## src/rtl/resv_pkg.sv

```systemverilog
package resv_pkg;

    typedef enum logic [0:0] {
        RS_EMPTY = 1'b0,
        RS_ARMED = 1'b1
    } resv_state_e;

    typedef enum logic [2:0] {
        ACT_NONE  = 3'd0,
        ACT_ARM   = 3'd1,
        ACT_CHECK = 3'd2,
        ACT_DROP  = 3'd3,
        ACT_KILL  = 3'd4
    } resv_act_e;

    typedef struct packed {
        logic lr;
        logic sc;
        logic hold;
        logic trap;
        logic xret;
    } resv_evt_t;

endpackage

```

## src/rtl/resv_event_arb.sv

```systemverilog
module resv_event_arb
    import resv_pkg::*;
(
    input  resv_evt_t evt,
    output resv_act_e act
);

    // Priority: trap/return > store-conditional > hold drop > load-reserved
    always_comb begin
        act = ACT_NONE;
        if (evt.trap || evt.xret) begin
            act = ACT_KILL;
        end else if (evt.sc) begin
            act = ACT_CHECK;
        end else if (!evt.hold) begin
            act = ACT_DROP;
        end else if (evt.lr) begin
            act = ACT_ARM;
        end
    end

endmodule

```

## src/rtl/resv_addr_cmp.sv

```systemverilog
module resv_addr_cmp #(
    parameter int ADDR_W    = 32,
    parameter int GRAIN_LG2 = 0
) (
    input  logic [ADDR_W-1:0] addr_a,
    input  logic [ADDR_W-1:0] addr_b,
    output logic              same_granule
);

    logic [ADDR_W-1:0] diff;
    assign diff = addr_a ^ addr_b;

    generate
        if (GRAIN_LG2 == 0) begin : g_exact
            assign same_granule = (diff == '0);
        end else begin : g_masked
            localparam logic [ADDR_W-1:0] KEEP_MASK = ~((ADDR_W'(1) << GRAIN_LG2) - ADDR_W'(1));
            assign same_granule = ((diff & KEEP_MASK) == '0);
        end
    endgenerate

endmodule

```

## src/rtl/resv_fsm.sv

```systemverilog
module resv_fsm
    import resv_pkg::*;
#(
    parameter int ADDR_W = 32
) (
    input  logic              clk,
    input  logic              rst_n,
    input  resv_act_e         act,
    input  logic [ADDR_W-1:0] new_addr,
    input  logic              same_granule,
    output logic [ADDR_W-1:0] held_addr,
    output logic              armed,
    output logic              sc_pass,
    output logic [ADDR_W-1:0] obs_q
);

    localparam logic [ADDR_W-1:0] NO_RESV = '1;

    resv_state_e       state_q, state_d;
    logic [ADDR_W-1:0] addr_q, addr_d;

    // State register
    always_ff @(posedge clk) begin
        if (!rst_n) begin
            state_q <= RS_EMPTY;
            addr_q  <= '0;
            obs_q   <= NO_RESV;
        end else begin
            state_q <= state_d;
            addr_q  <= addr_d;
            obs_q   <= (state_d == RS_ARMED) ? addr_d : NO_RESV;
        end
    end

    // Transitions
    always_comb begin
        state_d = state_q;
        addr_d  = addr_q;
        unique case (state_q)
            RS_EMPTY: begin
                if (act == ACT_ARM) begin
                    state_d = RS_ARMED;
                    addr_d  = new_addr;
                end
            end
            RS_ARMED: begin
                if (act == ACT_ARM) begin
                    addr_d = new_addr;
                end else if (act == ACT_CHECK || act == ACT_KILL || act == ACT_DROP) begin
                    state_d = RS_EMPTY;
                end
            end
            default: state_d = RS_EMPTY;
        endcase
    end

    // Outputs
    always_comb begin
        sc_pass = 1'b0;
        unique case (state_q)
            RS_EMPTY: sc_pass = 1'b0;
            RS_ARMED: sc_pass = (act == ACT_CHECK) && same_granule;
            default:  sc_pass = 1'b0;
        endcase
    end

    assign held_addr = addr_q;
    assign armed     = (state_q == RS_ARMED);

endmodule

```

## src/rtl/resv_monitor.sv

```systemverilog
module resv_monitor
    import resv_pkg::*;
#(
    parameter int ADDR_W      = 32,
    parameter int GRAIN_BYTES = 1
) (
    input  logic              clk,
    input  logic              rst_n,
    input  logic              lr_req,
    input  logic [ADDR_W-1:0] lr_addr,
    input  logic              sc_req,
    input  logic [ADDR_W-1:0] sc_addr,
    input  logic              hold_ok,
    input  logic              trap_evt,
    input  logic              xret_evt,
    output logic              sc_pass,
    output logic [ADDR_W-1:0] resv_obs
);

    localparam int GRAIN_LG2 = $clog2(GRAIN_BYTES);

    resv_evt_t         evt;
    resv_act_e         act;
    logic [ADDR_W-1:0] held_addr;
    logic              same_granule;
    logic              armed_w;

    assign evt = '{lr: lr_req, sc: sc_req, hold: hold_ok, trap: trap_evt, xret: xret_evt};

    resv_event_arb u_arb (
        .evt (evt),
        .act (act)
    );

    resv_addr_cmp #(
        .ADDR_W    (ADDR_W),
        .GRAIN_LG2 (GRAIN_LG2)
    ) u_cmp (
        .addr_a       (sc_addr),
        .addr_b       (held_addr),
        .same_granule (same_granule)
    );

    resv_fsm #(
        .ADDR_W (ADDR_W)
    ) u_fsm (
        .clk          (clk),
        .rst_n        (rst_n),
        .act          (act),
        .new_addr     (lr_addr),
        .same_granule (same_granule),
        .held_addr    (held_addr),
        .armed        (armed_w),
        .sc_pass      (sc_pass),
        .obs_q        (resv_obs)
    );

endmodule

```

## config.mk

```make
export PLATFORM = sky130hd
export DESIGN_NAME = resv_monitor
export DESIGN_NICKNAME = d
export VERILOG_FILES = /design/src/rtl/resv_pkg.sv /design/src/rtl/resv_event_arb.sv /design/src/rtl/resv_addr_cmp.sv /design/src/rtl/resv_fsm.sv /design/src/rtl/resv_monitor.sv
export SDC_FILE = /design/constraint.sdc
export NUM_CORES = 1
export LEC_CHECK = 0
export ABC_AREA = 1
export BUFFER_PORTS_ARGS = -buffer_cell sky130_fd_sc_hd__buf_4
export CAP_MARGIN = 10
export CELL_PAD_IN_SITES_DETAIL_PLACEMENT = 0
export CELL_PAD_IN_SITES_GLOBAL_PLACEMENT = 1
export CORE_ASPECT_RATIO = 1.75
export CORE_MARGIN = 5
export CORE_UTILIZATION = 33
export DETAILED_ROUTE_END_ITERATION = 10
export HOLD_SLACK_MARGIN = 0.06
export PLACE_DENSITY_LB_ADDON = 0.05
export REMOVE_ABC_BUFFERS = 1
export SLEW_MARGIN = 10
export SYNTH_ARGS = -nofsm -noshare
export SYNTH_HDL_FRONTEND = slang
export SYNTH_SLANG_ARGS = --single-unit
```

## constraint.sdc

```tcl
create_clock -name clk -period 1.4 [get_ports clk]
set_clock_uncertainty 0.2 [all_clocks]
set_input_delay 0.35 -clock clk [delete_from_list [all_inputs] [get_ports clk]]
set_output_delay 0.35 -clock clk [all_outputs]
set_load 0.1 [all_outputs]
```

# After elaboration in Yosys (flattened, before gate mapping)
# Cells that the tools add are included.
[word_totals]
in_bits = 71
regBits = 65
[classes]
reduce_logical = 6
mux = 10
n_bitwise = 2
eq_ne = 4
[ops]
columns = ["op", "n"]
rows = [
  ["logical NOT 32 bit", 1],
  ["2-to-1 mux 32 bit", 1],
  ["bitwise XOR 32 bit", 1],
  ["2-to-1 mux 3 bit", 3],
  ["== test 3 x 2 -> 1 bit, second input constant", 2],
  ["2-to-1 mux 1 bit", 4],
  ["case mux 1 bit (2 select lines)", 2],
  ["== test 3 x 1 -> 1 bit, second input constant", 1],
  ["== test 3 bit, second input constant", 1],
  ["logical OR 1 bit", 3],
  ["AND reduction 2 bit", 1],
  ["logical AND 1 bit", 1],
  ["NOT 1 bit", 1],
]

# Longest topological paths before layout
[depth]
word_depth = 11
depth_mapped = 8

# By module
# Synthesis repeated with hierarchy kept, for this count alone.
[hier_totals]
cells_unflattened = 464
area_unflattened_um2 = 2975.4
[modules_own_cells]
columns = ["module", "cells_each", "area_per_inst_um2", "n_inst", "seq_area_each_um2"]
rows = [
  ["resv_fsm", 287, 2293.4, 1, 1301.2],
  ["resv_addr_cmp", 168, 645.6, 1, 0.0],
  ["resv_event_arb", 9, 36.3, 1, 0.0],
]

# Worst setup path after synthesis
# Ideal clock, no wire load.
[synth_path]
path_kind = "in2out"
from = "input xret_evt"
to = "output sc_pass"
path_stages = 7
n_path_buf = 0
required_time_ps = 850
path_slack_ps = -1244
arrival_ps = 2094
path_cell_list = "nor2_4 -> nand2_1 -> nor2_1 -> nand2_1 -> nor2_1 -> nand3_1 -> nor2_1"
[synth_via]
elab_chain_len = 5
[synth_rtl]
columns = ["item", "line_no", "rtl"]
rows = [
  ["start, declared", "resv_monitor.sv:15", "input logic xret_evt,"],
  ["logical OR 1 bit", "resv_event_arb.sv:11", "if (evt.trap || evt.xret) begin"],
  ["2-to-1 mux 3 bit", "resv_event_arb.sv:11", ""],
  ["== test 3 x 2 -> 1 bit", "resv_fsm.sv:62", "RS_ARMED: sc_pass = (act == ACT_CHECK) && same_granule;"],
  ["logical AND 1 bit", "resv_fsm.sv:62", ""],
  ["case mux 1 bit (2 select lines)", "resv_fsm.sv:60", "unique case (state_q)"],
  ["end, declared", "resv_monitor.sv:16", "output logic sc_pass,"],
]
# No other way between the ends.

# Final worst setup path
[layout_path]
from = "register u_fsm.addr_q[2], in the netlist u_fsm.held_addr[2]"
to = "output sc_pass"
[layout_via]
elab_chain_len = 4
[layout_rtl]
columns = ["item", "line_no", "rtl"]
rows = [
  ["start, declared", "resv_fsm.sv:20", "logic [ADDR_W-1:0] addr_q, addr_d;"],
  ["start signal, assigned", "resv_fsm.sv:30", "addr_q <= addr_d;"],
  ["bitwise XOR 32 bit", "resv_addr_cmp.sv:11", "assign diff = addr_a ^ addr_b;"],
  ["logical NOT 32 bit", "resv_addr_cmp.sv:15", "assign same_granule = (diff == '0);"],
  ["logical AND 1 bit", "resv_fsm.sv:62", ""],
  ["case mux 1 bit (2 select lines)", "resv_fsm.sv:60", ""],
]
# No other way between the ends.

==> impl_results.md <==
- Yosys cell types: 17
- Later-pin clock latency in the skew report: ~0.33 ns
- Max-slew headroom: 0.7912
- Register bit total from synthesis: 65
- Footprint of the multi-input gates: roughly 1100 µm²
- Syn. warnings: 0
- Layout area overhead: 78.32%
- Final slew viol count: 0
- R2R Setup Slk: 0.11 ns
- Synthesized area per cell: 7.301 µm²
- Biggest cell delay along the critical path: about 0.33 ns
- Core ar.: roughly 8000 µm²
- Initial drt markers: 87
- HPWL after DPL: 5.498 mm
- GP Congestion: about 0.76
- I/O Buffers: 103
- Site Rows: 43
- Arr. time, crit path: between 1.5 and 2 ns
- Critical path startpoint category: flop
- IO Pins: ~100
- Most frequent cell after synthesis: nand2_1
- Async S/R FF share, synth: 0
- Power per cell area: roughly 1000 nW/µm²
- Max_cap viols: 0
- Top post-synthesis cells by count: nand2_1 (134), dfxtp_1 (65), inv_1 (53), nor2_1 (52), o21ai_2 (18)
- Die H: 129.7 µm
- CTS tree: built
- Synth area leaders: dfxtp_1 (48%), nand2_1 (19%), inv_1 (7.4%), nor2_1 (7.2%), o21ai_2 (5.8%)
- Final worst-path cycle share: 1.506
- Sequential fraction of the synthesis area: 0.4817
- Number of inserted diodes: 0
- Syn Inst Count: between 300 and 400
- Status: complete, but fails checks
- Placement Setup Slack: -0.6366 ns
- Peak supply drop: ~0.79 mV
- Reg clk slew, reported paths: ~0.050 ns
- Cell taking the most area after synthesis: dfxtp_1
- Critical Path Sink Type: output port
- Failing checks: setup timing
- Crit path max fanout: 2
- Storage cell area: between 1000 and 1500 µm²
- Minimum clock period: between 2 and 2.5 ns
- Post-detailed-route via-to-cell ratio: 4.238
- Router iterations before antenna repair: 4
- Mapped Area: 2701 µm²
- Max Clock Freq: 474.3 MHz
- Min Hold Slack: 0.05111 ns
- Clk root buf: clkbuf_16
- Total power: about 4.8 mW
- Worst-path cell chain: inv_2 > nand2_2 > nand2_2 > nor2_2 > nand2_1 > nor2_1 > nand3_1 > nor2_2 > buf_12
- Setup repair after global routing missed its margin: true
- DRC Markers: 0
- Worst path required time: around 0.85 ns
- First-pass GRT wire length: between 10 and 15 mm
- Largest net degree at the start of global routing: 35
- H-tree Lvls: 3
- CP max stage cell: dfxtp_2
- Final net count: about 600
- Layout cell share with drive strength beyond 1: 0.3948
- # clock sinks: 65
- Main synth FF type: dfxtp_1
- Fillers: 741
- Worst slew pin tran: roughly 0.31 ns
- Die W: ~80 µm
- Post-synth EDFFs: 0
- Post-synth top area share: 0.4817
- Gr ovfl total: 0
- Final setup margin: -0.7083 ns
- Final setup viols: 4
- Hold Path Class: in -> reg
- DRT antenna net count: 0
- Total die area: a little over 10000 µm²
- Cells after DPL: just under 600
- CP Class: reg -> out
- Initial Utilization: 0.3393
- Initial antenna violation count: 0
- Leak: between 2 and 2.5 nW
- Finished Layout Cells: ~630
- Average wire per standard cell: between 10 and 15 µm
- Inserted Clock Buffers: 9
- GRT Util Overall: 0.1586
- Maximum root-to-sink buffer count: 2
- Vias in the first global route: ~2.7k
- Final Hold Fails: 0
- Via count: between 2k and 3k
- DRT Wirelength: between 7 and 8 mm
-- through the flow --
| stage | TNS, ns | area (µm²) | util |
|---|---|---|---|
| global route | -1.281 | 4817 | 0.6050 |
| detailed placement | -14.21 | 3729 | 0.4683 |
| CTS | -0.8484 | 4795 | 0.6021 |
| floorplan | -20.77 | 2600 | - |
| finish | -0.7279 | 4817 | 0.6050 |
| global placement | -14.06 | 3729 | 0.4683 |
-- flip-flops by register name, summed over array words and instances (netlist names) --
name             flops
u_fsm.armed          1
u_fsm.obs_q         32
u_fsm.held_addr     32
-- area by class of cell --
cell class,count,area share
inverters,54,0.04208
clock buffers,14,0.05688
flip-flops and latches,65,0.2795
clock inverters,2,0.007273
multi-input cells,239,0.2304
repair buffers,163,0.3605
well taps,90,0.02338
-- logic make-up after synthesis --
family,after synthesis,share of synthesized area
flops,65,0.4817
compound gates,38,0.09634
buf+inv,66,0.1125
simple gates,191,0.2770
xor+xnor,10,0.03242
-- power breakdown --
| group | switching [mW] | internal, mW |
|---|---|---|
| Clock | 0.770 | 1.52 |
| Combinational | 0.264 | 0.315 |
| Sequential | 0.0181 | 1.88 |
| Total | 1.05 | 3.72 |
-- what timing repair did --
item / in CTS / in global routing
gates resized for setup: 133 / 9
buffers inserted: 1 / 0
setup endpoints to repair: 33 / 33
hold endpoints to repair: 38 / 0
pin swaps: 10 / 8
hold buffers: 30 / 0
-- cells in the final DEF (no fill, tap or decap), types with 2 or more instances in the layout --
master,Yosys,routed
buf_4,3,98
nor2_1,52,50
nand3_1,2,2
nor2_4,2,2
clkbuf_16,0,9
clkbuf_1,3,2
o21ai_1,14,13
nand2_2,0,2
nor2_2,0,2
buf_12,0,35
inv_2,1,3
nand2_1,134,132
clkbuf_8,0,3
dlygate4sd3_1,0,30
dfxtp_2,0,36
inv_1,53,51
xnor2_1,9,9
o21ai_0,5,5
dfxtp_1,65,29
o21ai_2,18,19
-- layer usage --
| layer | vias up | global-route usage | routed length [µm] |
|---|---|---|---|
| met5 | - | 0 | 0 |
| met4 | 0 | 0.06488 | 128 |
| met3 | 7 | 0.05387 | 472 |
| met2 | 65 | 0.2848 | 3967 |
| met1 | 1165 | 0.1690 | 3005 |
| li1 | 1420 | - | - |
-- final timing paths --
path                       startpoint                  end  depth (start not counted)
setup / recovery   u_fsm.held_addr[2]              sc_pass                          9
hold reg to reg   u_fsm.held_addr[28]  u_fsm.held_addr[28]                          4
setup reg to reg          u_fsm.armed       u_fsm.obs_q[5]                          5
hold / removal            lr_addr[14]      u_fsm.obs_q[14]                          3
-- critical path, delay by kind of cell (launching register included) --
family / cells / cell delay [ns]
and+or+nand+nor: 7 / 0.66
DFF: 1 / 0.33
buffers and inverters: 2 / 0.23
Note: power is estimated with default switching activity, not from simulation.
